## src/rtl/ss_seq_pkg.sv

```systemverilog
// Shared types of the soft-start sequencer.
// Assumes: nothing beyond IEEE 1800-2017 enums.
package ss_seq_pkg;

    // Drive condition requested from the phase output stages.
    typedef enum logic [1:0] {
        PWM_TRISTATE  = 2'b00,
        PWM_FORCE_LOW = 2'b01,
        PWM_ACTIVE    = 2'b10
    } pwm_mode_e;

    // Sequencer phases, from idle to regulation.
    typedef enum logic [2:0] {
        PH_POR      = 3'd0,
        PH_HOLD_OFF = 3'd1,
        PH_CLAMP    = 3'd2,
        PH_RAMP     = 3'd3,
        PH_REG      = 3'd4
    } phase_e;

endpackage

```

## src/rtl/ss_tick_counter.sv

```systemverilog
// Single switching-cycle counter shared by every phase of the start-up.
// Reports when the count sits on the last tick of each phase.
// Assumes: HOLD_END < CLAMP_END < RAMP_END < 2**CNT_W.
module ss_tick_counter #(
    parameter int CNT_W     = 11,
    parameter int HOLD_END  = 31,
    parameter int CLAMP_END = 181,
    parameter int RAMP_END  = 2047
) (
    input  logic clk,
    input  logic rst_n,
    input  logic clr,
    input  logic adv,
    output logic hold_done,
    output logic clamp_done,
    output logic ramp_done
);
    localparam logic [CNT_W-1:0] HOLD_LAST  = CNT_W'(HOLD_END);
    localparam logic [CNT_W-1:0] CLAMP_LAST = CNT_W'(CLAMP_END);
    localparam logic [CNT_W-1:0] RAMP_LAST  = CNT_W'(RAMP_END);

    logic [CNT_W-1:0] cnt_q;

    // Count accepted ticks; any restart returns the count to zero.
    always_ff @(posedge clk) begin
        if (!rst_n || clr) begin
            cnt_q <= '0;
        end else if (adv) begin
            cnt_q <= cnt_q + 1'b1;
        end
    end

    // Flag the last tick of each phase.
    assign hold_done  = (cnt_q == HOLD_LAST);
    assign clamp_done = (cnt_q == CLAMP_LAST);
    assign ramp_done  = (cnt_q == RAMP_LAST);
endmodule

```

## src/rtl/ss_ref_ramp.sv

```systemverilog
// Linear reference ramp: after N steps the level is floor(target*N/SPAN).
// It adds the quotient target/SPAN on every step and carries the
// remainder through an accumulator. When every target fits below SPAN,
// the divider is left out. In regulation the target is passed straight
// through.
// Assumes: the target is held steady while the ramp runs.
module ss_ref_ramp #(
    parameter int REF_W = 8,
    parameter int SPAN  = 1866
) (
    input  logic             clk,
    input  logic             rst_n,
    input  logic             clr,
    input  logic             step,
    input  logic             hold_target,
    input  logic [REF_W-1:0] target,
    output logic [REF_W-1:0] ref_code
);
    localparam int ACC_W  = $clog2(SPAN) + 1;
    localparam int WIDE_W = REF_W + ACC_W;
    localparam bit ONE_STEP = ((1 << REF_W) - 1) < SPAN;
    localparam logic [WIDE_W-1:0] SPAN_WIDE = WIDE_W'(SPAN);
    localparam logic [ACC_W:0]    SPAN_ACC  = (ACC_W + 1)'(SPAN);

    logic [REF_W-1:0] whole;
    logic [ACC_W-1:0] rem;
    logic [ACC_W-1:0] acc_q, acc_d;
    logic [REF_W-1:0] lvl_q, lvl_d;
    logic [ACC_W:0]   acc_sum;
    logic             carry;

    generate
        if (ONE_STEP) begin : g_single
            // The target never reaches SPAN: at most one code step per tick.
            assign whole = '0;
            assign rem   = ACC_W'(target);
        end else begin : g_div
            // Split the target into whole steps and a fractional remainder.
            assign whole = REF_W'(WIDE_W'(target) / SPAN_WIDE);
            assign rem   = ACC_W'(WIDE_W'(target) % SPAN_WIDE);
        end
    endgenerate

    // Next accumulator and level for one ramp step.
    always_comb begin
        acc_sum = {1'b0, acc_q} + {1'b0, rem};
        carry   = (acc_sum >= SPAN_ACC);
        acc_d   = carry ? ACC_W'(acc_sum - SPAN_ACC) : ACC_W'(acc_sum);
        lvl_d   = lvl_q + whole + REF_W'(carry);
    end

    // Hold the ramp state; clear it on every restart.
    always_ff @(posedge clk) begin
        if (!rst_n || clr) begin
            acc_q <= '0;
            lvl_q <= '0;
        end else if (step) begin
            acc_q <= acc_d;
            lvl_q <= lvl_d;
        end
    end

    assign ref_code = hold_target ? target : lvl_q;
endmodule

```

## src/rtl/ss_phase_fsm.sv

```systemverilog
// Phase sequencer: idle, hold-off, clamp, ramp, regulation.
// Decides launch, drop and restart, and decodes the drive outputs.
// Assumes: the counter flags come from ss_tick_counter on the same clock.
module ss_phase_fsm
    import ss_seq_pkg::*;
(
    input  logic      clk,
    input  logic      rst_n,
    input  logic      above_on,
    input  logic      below_off,
    input  logic      tick,
    input  logic      ovc,
    input  logic      hold_done,
    input  logic      clamp_done,
    input  logic      ramp_done,
    output logic      cnt_clr,
    output logic      cnt_adv,
    output logic      ramp_step,
    output logic      in_reg,
    output pwm_mode_e mode,
    output logic      ramp_en,
    output logic      pull_dn
);
    phase_e ph_q, ph_d;
    logic   running, drop, restart, launch;

    // Classify the current inputs against the present phase.
    assign running   = (ph_q == PH_HOLD_OFF) || (ph_q == PH_CLAMP) || (ph_q == PH_RAMP);
    assign drop      = (ph_q != PH_POR) && below_off;
    assign restart   = (ph_q != PH_POR) && !below_off && ovc;
    assign launch    = (ph_q == PH_POR) && above_on && !below_off;
    assign cnt_clr   = (ph_q == PH_POR) || drop || restart;
    assign cnt_adv   = tick && running && !drop && !restart;
    assign ramp_step = cnt_adv && (ph_q == PH_RAMP);
    assign in_reg    = (ph_q == PH_REG);

    // Choose the next phase; faults take priority over tick progress.
    always_comb begin
        ph_d = ph_q;
        if (drop) begin
            ph_d = PH_POR;
        end else if (restart) begin
            ph_d = PH_HOLD_OFF;
        end else begin
            case (ph_q)
                PH_POR:      if (launch)                  ph_d = PH_HOLD_OFF;
                PH_HOLD_OFF: if (cnt_adv && hold_done)  ph_d = PH_CLAMP;
                PH_CLAMP:    if (cnt_adv && clamp_done) ph_d = PH_RAMP;
                PH_RAMP:     if (cnt_adv && ramp_done)  ph_d = PH_REG;
                default:     ph_d = ph_q;
            endcase
        end
    end

    // Phase register.
    always_ff @(posedge clk) begin
        if (!rst_n) begin
            ph_q <= PH_POR;
        end else begin
            ph_q <= ph_d;
        end
    end

    // Decode the drive outputs from the registered phase.
    always_comb begin
        mode    = PWM_TRISTATE;
        ramp_en = 1'b0;
        pull_dn = 1'b1;
        case (ph_q)
            PH_CLAMP: mode = PWM_FORCE_LOW;
            PH_RAMP: begin
                mode    = PWM_ACTIVE;
                ramp_en = 1'b1;
            end
            PH_REG: begin
                mode    = PWM_ACTIVE;
                pull_dn = 1'b0;
            end
            default: mode = PWM_TRISTATE;
        endcase
    end
endmodule

```

## src/rtl/soft_start_seq.sv

```systemverilog
// Soft-start and power-good sequencer for a multiphase regulator.
// Ties the phase sequencer, the shared cycle counter and the reference
// ramp together.
// Assumes: cyc_tick is a single-clock pulse per switching cycle, the
// supply flags are already synchronised, and TRI_CYC+LOW_CYC < GOOD_CYC.
module soft_start_seq #(
    parameter int TRI_CYC  = 32,
    parameter int LOW_CYC  = 150,
    parameter int GOOD_CYC = 2048,
    parameter int REF_W    = 8
) (
    input  logic             clk,
    input  logic             rst_n,
    input  logic             vcc_above_on,
    input  logic             vcc_below_off,
    input  logic             cyc_tick,
    input  logic             ovc_flag,
    input  logic [REF_W-1:0] ref_target,
    output logic [1:0]       pwm_mode,
    output logic [REF_W-1:0] ref_code,
    output logic             duty_ramp_en,
    output logic             pgood_pull_dn
);
    import ss_seq_pkg::*;

    localparam int CNT_W = $clog2(GOOD_CYC);
    localparam int SPAN  = GOOD_CYC - TRI_CYC - LOW_CYC;

    logic      cnt_clr, cnt_adv, ramp_step, in_reg;
    logic      hold_done, clamp_done, ramp_done;
    pwm_mode_e mode;

    ss_phase_fsm u_fsm (
        .clk        (clk),
        .rst_n      (rst_n),
        .above_on   (vcc_above_on),
        .below_off  (vcc_below_off),
        .tick       (cyc_tick),
        .ovc        (ovc_flag),
        .hold_done  (hold_done),
        .clamp_done (clamp_done),
        .ramp_done  (ramp_done),
        .cnt_clr    (cnt_clr),
        .cnt_adv    (cnt_adv),
        .ramp_step  (ramp_step),
        .in_reg     (in_reg),
        .mode       (mode),
        .ramp_en    (duty_ramp_en),
        .pull_dn    (pgood_pull_dn)
    );

    ss_tick_counter #(
        .CNT_W     (CNT_W),
        .HOLD_END  (TRI_CYC - 1),
        .CLAMP_END (TRI_CYC + LOW_CYC - 1),
        .RAMP_END  (GOOD_CYC - 1)
    ) u_cnt (
        .clk        (clk),
        .rst_n      (rst_n),
        .clr        (cnt_clr),
        .adv        (cnt_adv),
        .hold_done  (hold_done),
        .clamp_done (clamp_done),
        .ramp_done  (ramp_done)
    );

    ss_ref_ramp #(
        .REF_W (REF_W),
        .SPAN  (SPAN)
    ) u_ramp (
        .clk         (clk),
        .rst_n       (rst_n),
        .clr         (cnt_clr),
        .step        (ramp_step),
        .hold_target (in_reg),
        .target      (ref_target),
        .ref_code    (ref_code)
    );

    assign pwm_mode = mode;
endmodule

```

## config.mk

```make
export PLATFORM = sky130hd
export DESIGN_NAME = soft_start_seq
export DESIGN_NICKNAME = d
export VERILOG_FILES = /design/src/rtl/ss_seq_pkg.sv /design/src/rtl/ss_tick_counter.sv /design/src/rtl/ss_ref_ramp.sv /design/src/rtl/ss_phase_fsm.sv /design/src/rtl/soft_start_seq.sv
export SDC_FILE = /design/constraint.sdc
export NUM_CORES = 1
export LEC_CHECK = 0
export BUFFER_PORTS_ARGS = -buffer_cell sky130_fd_sc_hd__buf_2
export CORE_MARGIN = 8
export CORE_UTILIZATION = 55
export CTS_BUF_LIST = sky130_fd_sc_hd__clkbuf_16
export DETAILED_ROUTE_END_ITERATION = 10
export PLACE_DENSITY = 0.79
export SLEW_MARGIN = 5
export SYNTH_ARGS = -nofsm -noshare
export SYNTH_HDL_FRONTEND = slang
export SYNTH_HIERARCHICAL = 1
export SYNTH_SLANG_ARGS = --single-unit
```

## constraint.sdc

```tcl
create_clock -name clk -period 7.6 [get_ports clk]
set_input_delay 1.14 -clock clk [delete_from_list [all_inputs] [get_ports clk]]
set_output_delay 1.14 -clock clk [all_outputs]
set_load 0.02 [all_outputs]
```

Word level (Yosys, flattened, before mapping)

Cells that the tools add are included.

$add $sub $neg: 4
$mul: 0
Div/mod/pow operators: 0
$lt $le $gt $ge: 1
Equality and inequality tests: 15
Shifts and indexed selects: 0
Multiplexer cells: 11
Bitwise logic cells: 1
Reduce and logical (&&, ||, !) cells: 30

Operator list:

| kind                                                                     | number |
|---|---|
| 12-bit by 8-bit adder with 13-bit output                                 | 1 |
| 13-bit by 11-bit >= comparator with 1-bit output (second input constant) | 1 |
| 1-bit logical AND                                                        | 12 |
| 12-bit 2-to-1 mux                                                        | 1 |
| 3-bit 2-to-1 mux                                                         | 4 |
| 3-bit case mux with 4 select lines                                       | 1 |
| 12-bit by 11-bit subtractor with 12-bit output (second input constant)   | 1 |
| 11-bit by 1-bit adder with 11-bit output (second input constant)         | 1 |
| 11-bit equality test (second input constant)                             | 1 |
| 11-bit by 5-bit equality test with 1-bit output (second input constant)  | 1 |
| 11-bit by 8-bit equality test with 1-bit output (second input constant)  | 1 |
| 5-bit AND reduction                                                      | 2 |
| 3-bit by 2-bit != test with 1-bit output (second input constant)         | 3 |
| 8-bit by 1-bit adder with 8-bit output                                   | 1 |
| 8-bit 2-to-1 mux                                                         | 1 |
| 3-bit by 2-bit equality test with 1-bit output (second input constant)   | 2 |
| 2-bit != test (second input constant)                                    | 3 |
| 1-bit logical OR                                                         | 5 |
| 5-bit nonzero test                                                       | 1 |
| 1-bit zero test                                                          | 4 |
| 2-bit case mux with 2 select lines                                       | 1 |
| 4-bit nonzero test                                                       | 1 |
| 2-bit OR reduction                                                       | 2 |
| 3-bit by 1-bit equality test with 1-bit output (second input constant)   | 1 |
| other kinds (8)                                                          | 10 |

Bits in registers: 34
Bits in latches: 0
Memory bits (writable): 0
ROM bits: 0
Memories: 0

Longest topological paths before layout

Depth after elaboration: 10
Gate-level depth with buffers: 15

Hierarchy

Netlist, hierarchy kept.

Modules (own cells, without submodules):

| module          | instances | cells each | area each (um^2) |
|---|---|---|---|
| ss_ref_ramp     | 1         | 210        | 1776.7 |
| ss_tick_counter | 1         | 66         | 565.5 |
| ss_phase_fsm    | 1         | 41         | 309.0 |

Least setup slack after synthesis

No wires, ideal clock.

Kind: input-to-reg
Start: in ref_target[0]
End: reg u_ramp.lvl_q[5]
Arrival: 3.785 ns
Required time: 7.529 ns
Slack: 3.744 ns
Cell stages on the path: 14
Buffers on the path: 0
Path through: ha_1 -> inv_1 -> fa_1 -> xor2_1 -> ha_1 -> nor3_1 -> o311ai_4 -> o2111ai_4 -> nand2_1 -> inv_1 -> ha_1 -> nand4_1 -> or3_1 -> a21oi_1

Cells in the longest elaborated chain, start to end: 3

RTL lines:

| element                                          | RTL line             | RTL |
|---|---|---|
| start, declared                                  | soft_start_seq.sv:18 | `input logic [REF_W-1:0] ref_target,` |
| 12-bit by 8-bit adder with 13-bit output         | ss_ref_ramp.sv:46    | `acc_sum = {1'b0, acc_q} + {1'b0, rem};` |
| 13-bit by 11-bit >= comparator with 1-bit output | ss_ref_ramp.sv:47    | `carry = (acc_sum >= SPAN_ACC);` |
| 8-bit by 1-bit adder with 8-bit output           | ss_ref_ramp.sv:49    | `lvl_d = lvl_q + whole + REF_W'(carry);` |
| end signal, assigned                             | ss_ref_ramp.sv:59    | `lvl_q <= lvl_d;` |
| end, declared                                    | ss_ref_ramp.sv:28    | `logic [REF_W-1:0] lvl_q, lvl_d;` |

Every way passes these cells.
A chain may end at the register's enable or synchronous reset.

Final worst setup path

Start: in ref_target[0]
End: reg u_ramp.lvl_q[7]

Same word-level chain as after synthesis.

==> reports/qor.csv <==
metric,value,unit
outcome,"finished, final reports clean",
Starting DRT DRC Count,231,
count of buffers added by post-CTS timing repair for setup,0,
cell count of the worst hold path,2,
total placed instance area,0.00275,sq mm
number of antenna-violating nets in the routed design,0,
arrival time worst endpoint,4.26,ns
aggregate global-route resource usage,0.169,
final cycle utilization of the critical path,0.535,
share of layout cells above drive strength 1,0.178,
net total in the final layout,360,
total count of hold-check failures in the final report,0,
worst setup path start,ref_target[0],
final setup violating endpoints,0,
Root Driver,clkbuf_16,
number of distinct standard cells referenced by the synthesized netlist,67,
Setup Crit Path Kind,in2reg,
final RePlAce weighted congestion,0.883,
pin count of the biggest net entering global routing,27,
effective utilization at floorplan,0.565,
number of clock buffers inserted by TritonCTS,5,
overall die height,85.4,um
Critical Path Source Type,primary input,
synth top area cells,"dfxtp_1, ha_1, xor2_1",
transition time at the pin with the least slew margin,1.08,ns
number of global-route vias before repair,2275,
data required time of the critical path,7.79,ns
power density of the placed cells,150,mW/mm^2
dpl hpwl,4520,um
count of boundary I/O pins,26,
final design instance area without fill,0.00291,sq mm
number of enable-type register cells in the synthesized netlist,0,
dominant cell type by area after synthesis,dfxtp_1,
Via density,6.42,
number of I/O port buffers,25,
proportion of synthesized flip-flops having asynchronous set or reset,0,
sum of negative setup slack,0,ns
"Reg clk slew, reported paths",0.05,ns
share of Yosys cell area claimed by the top area cell type,0.257,
class of the tightest hold or removal check,reg2reg,
most instantiated cells after synthesis,"dfxtp_1, nor2_1, nand2_1",
H-tree levels,2,
CTS Hold Bufs,0,
count of state elements after synthesis,34,
overall die area,0.00730,sq mm
TritonCTS clock tree,done,
max-slew violation total from the final report,0,
number of core rows,25,
global route overflow,0,
Antenna Cells,0,
Area Overhead vs Synth,9.67,%
setup slack on the worst flop-to-flop path,4.16,ns
sequential cell area fraction in the yosys report,0.257,
drt first pass iters,5,
chip width,85.4,um
Core ar.,0.00469,sq mm
Period minus WS final,4.06,ns
achievable clock frequency,246,MHz
unrepaired setup endpoints after global routing,no,
Pleak,1.05,nW
post-synthesis instance area,0.00265,sq mm
most numerous cell in the Yosys netlist,dfxtp_1,
global-route wire length before repair,10300,um
CTS Buffer Depth,2,
maximum net fanout on the critical path,6,
type of element capturing the critical path,flop,
average cell area after synthesis,8.36,sq um
worst supply voltage drop on vdd,97.3,uV
filler cell count in the final layout,387,
worst reg2reg endpoint,u_ramp/lvl_q[7]$_SDFFE_PP0P_,
number of gates given a new drive strength after cts,0,
Max-cap violations,0,
worst-case reg-to-reg path depth,14,
most instantiated flip-flop cell in the synthesis netlist,dfxtp_1,
startpoint of the worst-slack reg-to-reg timing path,u_ramp/acc_q[0]$_SDFFE_PP0P_,
total number of clock tree sinks,34,
destination of the worst hold path,u_ramp/lvl_q[7]$_SDFFE_PP0P_,
worst clock skew,0.00526,ns
initial antenna violation count,0,
clock latency on the worst-skew pair,0.27,ns
number of warning messages in the yosys log,6,
count of unresolved DRC violations after routing,0,
launch point of the worst hold path,u_ramp/lvl_q[7]$_SDFFE_PP0P_,
Cells after Synth,317,
max-slew headroom at the worst pin,0.274,
final routed wirelength across all metal layers,6150,um
number of vias after detailed routing,2477,
routed length per placed instance,15.9,um
number of nets produced by synthesis,345,
layout make-up:
| type | instances | area [sq um] | share of cell area |
|---|---|---|---|
| Tap cell | 54 | 67.6 | 0.0232 |
| Timing Repair Buffer | 25 | 125 | 0.0430 |
| Inverter | 10 | 37.5 | 0.0129 |
| Multi-Input combinational cell | 256 | 1840 | 0.632 |
| Sequential cell | 34 | 681 | 0.234 |
| Clock inverter | 2 | 33.8 | 0.0116 |
| Clock buffer | 5 | 125 | 0.0430 |
placed cells by master, fill, tap and decap left out, drive strengths merged, types with 3 or more instances in the layout:
master and instances:
and3 6, nand3 18, nor3b 4, mux2 9, xor2 12, or3 7
a211oi 7, o21a 4, o211ai 4, nor3 4, nor2b 6, xnor2 10
o211a 3, mux2i 4, or4 5, a31oi 4, a211o 3, o31ai 5
dfxtp 34, inv 10, nor2 26, clkbuf 5, buf 25, nand2 20
nand4 10, or2 4, a21oi 18, nand2b 5, o21ai 18, ha 13
state kept, by name, indices dropped and copies added, names as in the netlist:
register      cells
u_ramp/acc_q     12
u_cnt/cnt_q      11
u_ramp/lvl_q      8
u_fsm/ph_q        3
worst max-delay path, stage by stage:
cell	delay [ns]
buf_2	0.11
ha_1	0.21
inv_1	0.07
fa_1	0.20
nor2b_1	0.07
o2111a_1	0.29
o21ai_1	0.36
nand4_1	0.27
o2111ai_4	0.32
nand2_1	0.17
inv_1	0.09
ha_1	0.17
nand4_1	0.20
or3_1	0.45
a21oi_1	0.14
metal layers:
layer  GRT usage  up-vias  share of wire
met5           0        -              0
met4      0.0557        0         0.0081
met3      0.0357        8          0.069
met2       0.260      112           0.44
met1       0.225     1152           0.48
li1            -     1205              -
cell families (layout without fill, tap and decap cells):
logic type	Yosys count	in the layout	share of synthesized area
compound gates	85	85	0.239
xor+xnor	22	22	0.0755
fa+ha+maj	14	14	0.0689
buf+inv	27	42	0.0510
flops	34	34	0.257
mux	13	13	0.0533
simple gates	122	122	0.255
how the worst max path moves through the flow:
stage                                   end  cells past startpoint
3_3_place_gp   u_ramp/lvl_q[5]$_SDFFE_PP0P_                     15
2_1_floorplan  u_ramp/lvl_q[5]$_SDFFE_PP0P_                     14
3_5_place_dp   u_ramp/lvl_q[5]$_SDFFE_PP0P_                     15
4_1_cts        u_ramp/lvl_q[7]$_SDFFE_PP0P_                     15
6_report       u_ramp/lvl_q[7]$_SDFFE_PP0P_                     15
5_1_grt        u_ramp/acc_q[9]$_SDFFE_PP0P_                      8
report_power, final:
part,switching [mW],leakage (nW),total [mW],internal (mW)
sequential,0.00117,0.274,0.180,0.179
combinational,0.0200,0.702,0.0346,0.0145
clock,0.0715,0.0773,0.223,0.151
stage by stage:
stage / hold WS (ns) / std cells / power (mW) / setup slack [ns] / utilization
floorplan: 0.456 / 317 / 0.209 / 3.74 / -
global placement: 0.474 / 379 / 0.217 / 3.36 / 0.586
detailed placement: 0.481 / 379 / 0.218 / 3.29 / 0.586
CTS: 0.490 / 386 / 0.442 / 3.58 / 0.620
global route: 0.508 / 386 / 0.451 / 3.33 / 0.620
finish: 0.495 / 386 / 0.438 / 3.54 / 0.620
Note: power is estimated with default switching activity, not from simulation.
